$ cat src/rtl/lic_pkg.sv
package lic_pkg;
   typedef enum logic [1:0] {
      SEL_MASK = 2'd0,
      SEL_STAT = 2'd1,
      SEL_PWR  = 2'd2,
      SEL_NONE = 2'd3
   } reg_sel_e;
endpackage

$ cat src/rtl/lic_edge_det.sv
module lic_edge_det #(
   parameter int NUM_LINES = 32
) (
   input  logic                 clk,
   input  logic                 rst_n,
   input  logic [NUM_LINES-1:0] lines,
   output logic [NUM_LINES-1:0] evt
);
   logic [NUM_LINES-1:0] level_q;

   for (genvar i = 0; i < NUM_LINES; i++) begin : g_line
      always_ff @(posedge clk or negedge rst_n) begin
         if (!rst_n) level_q[i] <= 1'b0;
         else        level_q[i] <= lines[i];
      end
      assign evt[i] = lines[i] & ~level_q[i];
   end
endmodule

$ cat src/rtl/lic_regs.sv
module lic_regs
   import lic_pkg::*;
#(
   parameter int NUM_LINES = 32,
   parameter int REG_W     = 32
) (
   input  logic                 clk,
   input  logic                 rst_n,
   input  logic                 ctrl_en,
   input  logic [NUM_LINES-1:0] evt,
   input  logic                 wr_en,
   input  logic [1:0]           wr_sel,
   input  logic [REG_W-1:0]     wr_data,
   output logic [NUM_LINES-1:0] mask_q,
   output logic [NUM_LINES-1:0] stat_q
);
   logic stat_wr, mask_wr;
   logic [NUM_LINES-1:0] stat_base;

   assign stat_wr   = wr_en && (reg_sel_e'(wr_sel) == SEL_STAT);
   assign mask_wr   = wr_en && (reg_sel_e'(wr_sel) == SEL_MASK);
   assign stat_base = stat_wr ? wr_data[NUM_LINES-1:0] : stat_q;

   always_ff @(posedge clk or negedge rst_n) begin
      if (!rst_n) begin
         mask_q <= '0;
         stat_q <= '0;
      end else begin
         if (mask_wr) mask_q <= wr_data[NUM_LINES-1:0];
         stat_q <= ctrl_en ? (stat_base | evt) : stat_base;
      end
   end


   edge_sets_status_chk: assert property (@(posedge clk) disable iff (!rst_n)
      (ctrl_en && (|evt)) |=> ((stat_q & $past(evt)) == $past(evt)));

   bypass_keeps_status_chk: assert property (@(posedge clk) disable iff (!rst_n)
      (!ctrl_en && !stat_wr) |=> $stable(stat_q));
endmodule

$ cat src/rtl/lic_pwr.sv
module lic_pwr
   import lic_pkg::*;
#(
   parameter int REG_W = 32
) (
   input  logic             clk,
   input  logic             rst_n,
   input  logic             any_evt,
   input  logic             wr_en,
   input  logic [1:0]       wr_sel,
   input  logic [REG_W-1:0] wr_data,
   output logic             doze_en,
   output logic             sleep_en
);
   logic pwr_wr;
   assign pwr_wr = wr_en && (reg_sel_e'(wr_sel) == SEL_PWR);

   always_ff @(posedge clk or negedge rst_n) begin
      if (!rst_n) begin
         doze_en  <= 1'b0;
         sleep_en <= 1'b0;
      end else if (any_evt) begin
         doze_en  <= 1'b0;
         sleep_en <= 1'b0;
      end else if (pwr_wr) begin
         doze_en  <= wr_data[0];
         sleep_en <= wr_data[1];
      end
   end


   wake_clears_pwr_chk: assert property (@(posedge clk) disable iff (!rst_n)
      any_evt |=> (!doze_en && !sleep_en));
endmodule

$ cat src/rtl/lic_req.sv
module lic_req #(
   parameter int NUM_LINES  = 32,
   parameter int N_UNMASK   = 2
) (
   input  logic                 clk,
   input  logic                 rst_n,
   input  logic                 ctrl_en,
   input  logic                 glob_ie,
   input  logic [NUM_LINES-1:0] evt,
   input  logic [NUM_LINES-1:0] mask_q,
   input  logic [NUM_LINES-1:0] stat_q,
   output logic                 irq_o
);
   logic [NUM_LINES-1:0] fixed_en, pass;
   logic req_next;

   for (genvar i = 0; i < NUM_LINES; i++) begin : g_fixed
      if (i < N_UNMASK) begin : g_on
         assign fixed_en[i] = 1'b1;
      end else begin : g_off
         assign fixed_en[i] = 1'b0;
      end
   end

   assign pass     = stat_q & (mask_q | fixed_en);
   assign req_next = glob_ie && (ctrl_en ? (|pass) : (|evt));

   always_ff @(posedge clk or negedge rst_n) begin
      if (!rst_n) irq_o <= 1'b0;
      else        irq_o <= req_next;
   end


   ie_gates_req_chk: assert property (@(posedge clk) disable iff (!rst_n)
      !glob_ie |=> !irq_o);

   unmaskable_req_chk: assert property (@(posedge clk) disable iff (!rst_n)
      (ctrl_en && glob_ie && (|(stat_q & fixed_en))) |=> irq_o);
endmodule

$ cat src/rtl/line_irq_ctrl.sv
module line_irq_ctrl
   import lic_pkg::*;
#(
   parameter int NUM_LINES = 32,
   parameter int REG_W     = 32,
   parameter int N_UNMASK  = 2
) (
   input  logic                 clk,
   input  logic                 rst_n,
   input  logic                 ctrl_en,
   input  logic                 glob_ie,
   input  logic [NUM_LINES-1:0] irq_lines,
   input  logic                 wr_en,
   input  logic [1:0]           wr_sel,
   input  logic [REG_W-1:0]     wr_data,
   input  logic [1:0]           rd_sel,
   output logic [REG_W-1:0]     rd_data,
   output logic                 doze_en,
   output logic                 sleep_en,
   output logic                 irq_o
);
   if (NUM_LINES > REG_W) begin : g_bad_w
      $error("NUM_LINES must not exceed REG_W");
   end
   if (N_UNMASK > NUM_LINES) begin : g_bad_u
      $error("N_UNMASK must not exceed NUM_LINES");
   end
   if (REG_W < 2) begin : g_bad_r
      $error("REG_W must hold the two power bits");
   end

   logic [NUM_LINES-1:0] evt, mask_q, stat_q;

   lic_edge_det #(.NUM_LINES(NUM_LINES)) u_edge (
      .clk(clk), .rst_n(rst_n), .lines(irq_lines), .evt(evt));

   lic_regs #(.NUM_LINES(NUM_LINES), .REG_W(REG_W)) u_regs (
      .clk(clk), .rst_n(rst_n), .ctrl_en(ctrl_en), .evt(evt),
      .wr_en(wr_en), .wr_sel(wr_sel), .wr_data(wr_data),
      .mask_q(mask_q), .stat_q(stat_q));

   lic_pwr #(.REG_W(REG_W)) u_pwr (
      .clk(clk), .rst_n(rst_n), .any_evt(|evt),
      .wr_en(wr_en), .wr_sel(wr_sel), .wr_data(wr_data),
      .doze_en(doze_en), .sleep_en(sleep_en));

   lic_req #(.NUM_LINES(NUM_LINES), .N_UNMASK(N_UNMASK)) u_req (
      .clk(clk), .rst_n(rst_n), .ctrl_en(ctrl_en), .glob_ie(glob_ie),
      .evt(evt), .mask_q(mask_q), .stat_q(stat_q), .irq_o(irq_o));

   always_comb begin
      unique case (reg_sel_e'(rd_sel))
         SEL_MASK: rd_data = REG_W'(mask_q);
         SEL_STAT: rd_data = REG_W'(stat_q);
         SEL_PWR:  rd_data = REG_W'({sleep_en, doze_en});
         default:  rd_data = '0;
      endcase
   end
endmodule

$ cat config.mk
export PLATFORM = sky130hd
export DESIGN_NAME = line_irq_ctrl
export DESIGN_NICKNAME = d
export VERILOG_FILES = /design/src/rtl/lic_pkg.sv /design/src/rtl/lic_edge_det.sv /design/src/rtl/lic_regs.sv /design/src/rtl/lic_pwr.sv /design/src/rtl/lic_req.sv /design/src/rtl/line_irq_ctrl.sv
export SDC_FILE = /design/constraint.sdc
export NUM_CORES = 1
export LEC_CHECK = 0
export BUFFER_PORTS_ARGS = -buffer_cell sky130_fd_sc_hd__buf_2
export CORE_MARGIN = 2
export CORE_UTILIZATION = 30
export CTS_CLUSTER_SIZE = 28
export DETAILED_ROUTE_END_ITERATION = 10
export SYNTH_ARGS = -nofsm -noshare
export SYNTH_HDL_FRONTEND = slang
export SYNTH_SLANG_ARGS = --single-unit
$ cat constraint.sdc
create_clock -name clk -period 2.77 [get_ports clk]
set_input_delay 0.554 -clock clk [delete_from_list [all_inputs] [get_ports clk]]
set_output_delay 0.554 -clock clk [all_outputs]
set_load 0.1 [all_outputs]
==> results.txt, run 1 <==
----------------------------------------------------
[Run status]
  Outcome ... complete, no violations

[Routing]
  Drt first pass iters ... 4
  Vias after detailed routing ... approximately 3.4k
  Drt total wl ... about 12000 um
  Number of remaining DRC errors ... 0
  Initial DRC Count ... approximately 240
  Vias per std cell ... 4.889
  Wire per inst ... 18.04 um
  Remaining antenna violation count ... 0

[Setup path]
  Critical path startpoint category ... input pin
  Critical path start-end classification ... input pin to primary output
  Worst Path Max Fanout ... 17
  Req. time, crit path ... 2.22 ns
  Endpoint type of the worst setup path ... primary output
  Endpoint arrival time on the critical path ... 1.53 ns
  Reg-to-reg endpoint ... u_req.irq_o
  Worst path top cell family by delay ... buffers and inverters
  Worst Path Buf+Inv ... 2
  Reg-to-Reg Start ... u_edge.level_q[22]
  Worst reg-to-reg setup slack ... just over 1 ns
  Slowest cell on the critical path ... buf_2
  Sequence of cells on the critical path ... buf_2 > mux2i_1 > o21ai_2 > buf_12
  Worst Reg-to-Reg Cells ... 5
  Highest cell delay on the worst timing path ... 0.41 ns

[Logic synthesis]
  Flip-flop and latch count after synthesis ... between 90 and 100
  Simple logic cell fraction of the synthesized area ... ~18%
  Area contributors post-synth ... dfrtp_1 (57%), mux2_2 (8.3%), mux2i_1 (7.8%)
  Fraction of post-synthesis cell area in the top cell type by area ... between 50% and 60%
  Synth Flop Type ... dfrtp_1
  Compound-cell area share of the yosys netlist ... 6.927%
  Cell type contributing the most total cell area after synthesis ... dfrtp_1
  Share of synthesized registers carrying an async set or reset ... 100.0%
  Synthesized netlist cell count ... approximately 400
  Synth warn ... 0
  Adder and majority gate portion of the synthesized area ... 0%
  Average instance area after synthesis ... 10.91 um^2
  Multiplexer share of the synthesized area ... 16.10%
  Fraction of the yosys area taken by sequential cells ... a little under three fifths
  Number of enable flip-flop cells after synthesis ... 0
  Xor-xnor portion of the synthesized cell area ... 0%
  Net Count, Synth ... between 400 and 500
  Combined area of all synthesized cells ... ~4400 um^2
  Largest family of logic cells by synthesized area ... simple AND/OR/NAND/NOR gates
  Netlist cell types ... 25

[Run]
  Count of max-cap constraint violations ... 0

[Final layout]
  Post-layout utilization of the core ... a little over two fifths
  Layout cells sized above 1 ... 38.19%
  Register area ... between 2000 and 2500 um^2
  Final cell count without fillers ... 692
  Layout overhead on the synthesized area ... 37.74%
  Layout Cell Area excl Fill ... 5996 um^2
  Final layout net count ... between 500 and 600
  Multi-input logic area ... between 1500 and 2000 um^2
  Number of inserted filler cells in the final layout ... between 1k and 1.5k
  Count of inserted antenna diode cells ... 0

[Power]
  Power share of the sequential group ... between 40% and 50%
  Portion of total power attributed to combinational logic ... 29.1%
  Overall power after layout ... between 4 and 5 mW
  Worst voltage drop across the vdd grid ... approximately 0.44 mV
  Internal power component ... between 2 and 3 mW
  Switch Pwr ... 1.503 mW
  Pleak ... 2.683 nW
  Clk network pwr share ... roughly 30%
  Power density cells ... slightly above 700 nW/um^2
  Sw Ratio ... 34.75%

[STA]
  Setup repair after global routing missed its margin ... false
  Total negative setup slack ... 0 ns
  Clock tree skew after final layout ... a little under 0.006 ns
  Max Clock Freq ... roughly 0.48 GHz
  Final critical delay including setup and external delays ... ~2.1 ns
  Slew at the pin closest to its max-slew limit ... 0.7404 ns
  Final Max Tran Viols ... 0
  Portion of the clock cycle consumed by the worst path in the final layout ... roughly three quarters
  PnR worst setup slack ... 0.6859 ns
  Worst hold slack ... ~0.23 ns
  Final Hold Vio Count ... 0
  Number of failing setup endpoints in the final timing report ... 0
  Worst rel slew slack ... 50.59%

[Floorplanning]
  Number of primary I/O pins ... roughly 110
  Core Footprint ... between 10000 and 15000 um^2
  Effective utilization at floorplan ... between 30% and 40%
  Total die area ... between 15000 and 20000 um^2
  Horizontal die dimension ... 124.5 um
  Number of standard-cell rows in the floorplan ... 44
  Chip Height ... between 100 and 150 um

[Global route]
  Initial antenna violation count ... 0
  Pin count of the biggest net entering global routing ... 49
  Vias in the first global route ... approximately 3.5k
  Grt ovf ... 0
  GR Util All Layers ... 16.80%
  Wire length of the first global-routing pass ... 20220 um

[Clocking]
  TritonCTS Buffers ... 9
  Clock transition time at the flip-flop clock pins of the worst setup and hold paths ... approximately 0.070 ns
  Post-cts hold buffer count ... 0
  Later-pin clock latency in the skew report ... between 0.3 and 0.4 ns
  CTS-repair resized insts ... 0
  Number of buffers between clock root and the deepest sink ... 2
  Sinks on the clock net ... 99
  Clk root buf ... clkbuf_16
  Clock tree from TritonCTS ... built
  Setup fix buffers added after clock tree synthesis ... 0
  Number of levels the H-tree was split into ... 3

[Place]
  HPWL Detailed ... 9023 um
  Count of input and output buffers ... about 110
  Post-placement cell count ... just under 700
  Cell Area, Placed ... 5689 um^2
  Placement-stage worst setup slack ... between 0.6 and 0.7 ns
  Routability congestion estimate from global placement ... about 0.80

[Worst hold path]
  Class of the tightest hold or removal check ... input pin to async pin

----------------------------------------------------
state kept, by name, indices dropped and copies added (netlist names):
| register | count |
|---|---|
| u_edge.level_q | 32 |
| u_pwr.sleep_en | 1 |
| u_regs.stat_q | 32 |
| u_regs.mask_q | 32 |
| u_req.irq_o | 1 |
| u_pwr.doze_en | 1 |
worst max-delay path by stage:
stage	cells after the start	from	slack, ns	to
after floorplan	3	rd_sel[1]	-0.08	rd_data[29]
after global placement	4	rd_sel[1]	0.68	rd_data[1]
after detailed placement	4	rd_sel[1]	0.67	rd_data[1]
after CTS	4	rd_sel[1]	0.67	rd_data[1]
after global routing	4	rd_sel[1]	0.58	rd_data[1]
final	4	rd_sel[1]	0.69	rd_data[0]
placed cells by master, fill, tap and decap left out, types with 2 or more instances in the layout:
master | netlist | routed
dfrtp_1 | 99 | 99
buf_2 | 6 | 74
nor2_1 | 71 | 43
nand2_1 | 38 | 38
buf_12 | 0 | 35
mux2i_1 | 34 | 34
mux2_2 | 32 | 32
nor2_2 | 0 | 28
o22ai_1 | 20 | 20
nand2b_1 | 19 | 19
a22oi_1 | 13 | 13
nor2b_1 | 11 | 11
nand3_1 | 10 | 10
nand4_1 | 9 | 9
clkbuf_16 | 0 | 9
inv_6 | 0 | 5
buf_4 | 0 | 5
inv_1 | 4 | 4
nor4_1 | 4 | 4
o311ai_0 | 3 | 3
o21ai_2 | 0 | 2
nand3b_1 | 2 | 2
layout make-up:
| cell class | count | share of cell area, % |
|---|---|---|
| Timing Repair Buffer | 114 | 18.49 |
| Multi-Input combinational cell | 275 | 30.99 |
| Clock buffer | 9 | 3.756 |
| Inverter | 4 | 0.2504 |
| Tap cell | 184 | 3.840 |
| Sequential cell | 99 | 41.32 |
| Clock inverter | 7 | 1.356 |
worst reg2reg max path: stages, from the launching register on:
cell and delay [ns]:
dfrtp_1 0.32, nand2b_1 0.13, o2111ai_1 0.13, nor4_1 0.54, nand4_1 0.25, o211a_1 0.26
power by group through the flow:
stage          clock network, mW  registers (mW)  logic, mW
3_3_place_gp                   0            1.78       1.26
4_1_cts                     1.35            1.76       1.28
5_1_grt                     1.42            1.79       1.33
2_1_floorplan                  0            1.75      0.806
3_5_place_dp                   0            1.79       1.27
6_report                    1.31            1.76       1.26
cell usage after synthesis, drive strengths merged, types with 2 or more instances:
cell and number:
o311ai 3, nand3 10, inv 4, mux2i 34, clkbuf 15, o22ai 20
buf 6, mux2 32, nor2 71, nand4 9, o21ai 2, nor4 4
nand2b 19, a22oi 13, dfrtp 99, nand3b 2, nor2b 11, nand2 38
cells by family after synthesis:
kind of cell,Yosys count
AO/OA/AOI/OAI,42
buffers and inverters,25
AND/OR/NAND/NOR,167
multiplexers,66
flip-flops,99
per-layer routing:
metal | vias up | share of wire, % | global-route usage (%)
li1 | 1597 | - | -
met1 | 1672 | 46 | 22.84
met2 | 106 | 48 | 26.97
met3 | 8 | 4.9 | 4.811
met4 | 0 | 0.58 | 3.305
met5 | - | 0 | 0
Power figures use the tool's default switching activity.
==> run 2: changes to the inputs <==
ABC_AREA = 1   (was default)
clock period = 2.1 ns   (was 2.77 ns; I/O delays follow)
==> results.txt, run 2 <==
----------------------------------------------------
[Logic synthesis]
  Most used standard cell by instance count after synthesis ... nand2_1
  Fraction of the yosys area taken by sequential cells ... 50.55% (-6.4 points)
  Fraction of post-synthesis cell area in the top cell type by area ... 50.55% (-6.4 points)
  Post-synth top cells ... nand2_1 (199), dfrtp_1 (99), nand3_1 (69)
  Netlist cell types ... 20 (-20%)
  Share of synthesized registers carrying an async set or reset ... 100.0% (unchanged)
  Flip-flop and latch count after synthesis ... 99 (unchanged)
  Synth warn ... 0 (unchanged)
  Number of enable flip-flop cells after synthesis ... 0 (unchanged)
  Cell type contributing the most total cell area after synthesis ... dfrtp_1
  Net Count, Synth ... 631 (+34%)
  Area contributors post-synth ... dfrtp_1 (51%), nand2_1 (15%), o221ai_2 (9.8%)
  Synth Flop Type ... dfrtp_1
  Average instance area after synthesis ... 8.783 um^2 (-19%)
  Combined area of all synthesized cells ... 4901 um^2 (+13%)
  Synthesized netlist cell count ... 558 (+40%)

[Final layout]
  Final layout net count ... 733 (+27%)
  Top Registers ... u_edge.level_q: 32 flops, u_regs.mask_q: 32 flops, u_regs.stat_q: 32 flops
  Commonest non-fill, non-tap cells in the layout ... nand2_1 (199), dfrtp_1 (99), buf_2 (74)
  Most common library cell in the layout ignoring fill and taps ... nand2_1
  Number of inserted filler cells in the final layout ... 1618 (+20%)
  Register area ... 2477 um^2 (unchanged)
  Layout cells sized above 1 ... 29.47% (-8.7 points)
  Layout overhead on the synthesized area ... 32.42%
  Multi-input logic area ... 1972 um^2 (+6.1%)
  Layout Cell Area excl Fill ... 6490 um^2 (+8.2%)

[Floorplanning]
  Number of standard-cell rows in the floorplan ... 46 (+4.5%)
  Horizontal die dimension ... 131.8 um (+5.9%)
  Effective utilization at floorplan ... 30.74% (+0.45 points)
  Number of primary I/O pins ... 108 (unchanged)
  Chip Height ... 131.8 um (+5.9%)
  Total die area ... 17380 um^2 (+12%)
  Core Footprint ... 15940 um^2 (+11%)

[Setup path]
  Endpoint type of the worst setup path ... primary output
  Worst path top cell family by delay ... buffers and inverters
  Slowest cell on the critical path ... buf_4
  Worst Path Buf+Inv ... 4 (+2)
  Sequence of cells on the critical path ... buf_2 > inv_2 > buf_4 > nand3_1 > nand2_1 > buf_12
  Critical path start-end classification ... input pin to primary output
  Endpoint arrival time on the critical path ... 1.30 ns (-0.23 ns)
  Critical path startpoint category ... input pin
  Worst Setup SP ... rd_sel[1]
  Worst Path Max Fanout ... 24 (+7)
  Highest cell delay on the worst timing path ... 0.25 ns (-0.16 ns)
  Req. time, crit path ... 1.68 ns (-0.54 ns)
  Reg-to-Reg Start ... u_edge.level_q[17]

[STA]
  Worst rel slew slack ... 67.61% (+17 points)
  Final critical delay including setup and external delays ... between 1.5 and 2 ns
  Final Max Tran Viols ... 0 (unchanged)
  Number of failing setup endpoints in the final timing report ... 0 (unchanged)
  Portion of the clock cycle consumed by the worst path in the final layout ... 81.99%
  Setup repair after global routing missed its margin ... false
  Total negative setup slack ... 0 ns (unchanged)
  Max Clock Freq ... about 0.58 GHz
  Final Hold Vio Count ... 0 (unchanged)
  Slew at the pin closest to its max-slew limit ... 0.4892 ns (-0.2512 ns)
  Clock tree skew after final layout ... 0.01379 ns (+0.007965 ns)

[Global route]
  Grt ovf ... 0 (unchanged)
  GR Util All Layers ... 15.61% (-1.2 points)
  Pin count of the biggest net entering global routing ... 65 (+33%)
  Vias in the first global route ... 3921 (+11%)
  Initial antenna violation count ... 2 (+2)
  Wire length of the first global-routing pass ... 21180 um (+4.8%)

[Clocking]
  TritonCTS Buffers ... 9 (unchanged)
  Number of levels the H-tree was split into ... 3 (unchanged)
  CTS-repair resized insts ... 0 (unchanged)
  Later-pin clock latency in the skew report ... 0.35 ns (about the same)
  Clock tree from TritonCTS ... built
  Setup fix buffers added after clock tree synthesis ... 0 (unchanged)
  Post-cts hold buffer count ... 0 (unchanged)
  Clock transition time at the flip-flop clock pins of the worst setup and hold paths ... 0.07 ns (about the same)
  Sinks on the clock net ... 99 (unchanged)
  Number of buffers between clock root and the deepest sink ... 2 (unchanged)
  Clk root buf ... clkbuf_16

[Routing]
  Remaining antenna violation count ... 0 (unchanged)
  Initial DRC Count ... 218 (-7.6%)
  Wire per inst ... 15.06 um (-16%)
  Number of remaining DRC errors ... 0 (unchanged)
  Vias per std cell ... 4.524 (-7.5%)
  Drt total wl ... 13290 um (+6.4%)
  Vias after detailed routing ... 3990 (+18%)
  Drt first pass iters ... 4 (unchanged)

[Place]
  HPWL Detailed ... 9682 um (+7.3%)
  Count of input and output buffers ... 107 (unchanged)
  Routability congestion estimate from global placement ... 0.7437 (-6.5%)
  Cell Area, Placed ... 6183 um^2 (+8.7%)

[Worst hold path]
  Class of the tightest hold or removal check ... input pin to async pin

[Power]
  Pleak ... 3.319 nW (+24%)
  Worst voltage drop across the vdd grid ... 0.4656 mV (+6.2%)
  Power density cells ... 880.6 nW/um^2 (+22%)

[Run status]
  Outcome ... complete, no violations

[Run]
  Count of max-cap constraint violations ... 0 (unchanged)

----------------------------------------------------
[run 2: metrics by stage]
step                      hold WS (ns)  power, mW  util [%]  worst slack (ns)  std cells
after floorplan                 0.1244      3.426         -            0.1009        558
after global placement          0.3968      4.047     38.79            0.3994        865
after detailed placement        0.3965      4.062     38.79            0.3737        865
after CTS                      0.01449      5.783     40.69            0.3730        881
after global routing           0.03769      5.984     40.69            0.2701        881
final                          0.01481      5.715     40.71            0.3783        882
[run 2: final timing paths]
check | to | slack [ns] | depth (start not counted)
max | rd_data[3] | 0.38 | 6
min | u_regs.mask_q[22] | 0.01 | 1
max reg2reg | u_req.irq_o | 0.83 | 9
min reg2reg | u_regs.mask_q[0] | 0.49 | 2
max in group asynchronous | u_regs.stat_q[3] | 1.48 | 2
min in group clk | u_edge.level_q[5] | 0.18 | 1
[run 2: per-layer routing]
layer  global-route usage [%]  part of all wire, %
met5                        0                0.053
met4                    4.529                  1.2
met3                    3.691                  4.8
met2                    25.19                   47
met1                    20.98                   47
[run 2: power breakdown]
part	switching [mW]	leakage, nW	internal, mW
sequential	0.174	1.16	2.14
combinational	1.09	2.01	0.613
clock	0.748	0.148	0.957
[run 2: cells by family (layout without fill, tap and decap cells)]
family / after synthesis / in the layout / synth area share [%]
other: 0 / 1 / 0
and+or+nand+nor: 297 / 297 / 25.07
AOI/OAI and AO/OA: 66 / 66 / 14.96
DFF: 99 / 99 / 50.55
buffers and inverters: 96 / 203 / 9.420
[run 2: cell type report]
class | count | share of cell area, %
flip-flops and latches | 99 | 38.17
multi-input cells | 363 | 30.38
repair buffers | 119 | 18.62
well taps | 216 | 4.164
inverters | 68 | 3.933
clock buffers | 10 | 3.682
clock inverters | 6 | 1.003
diodes | 1 | 0.03856
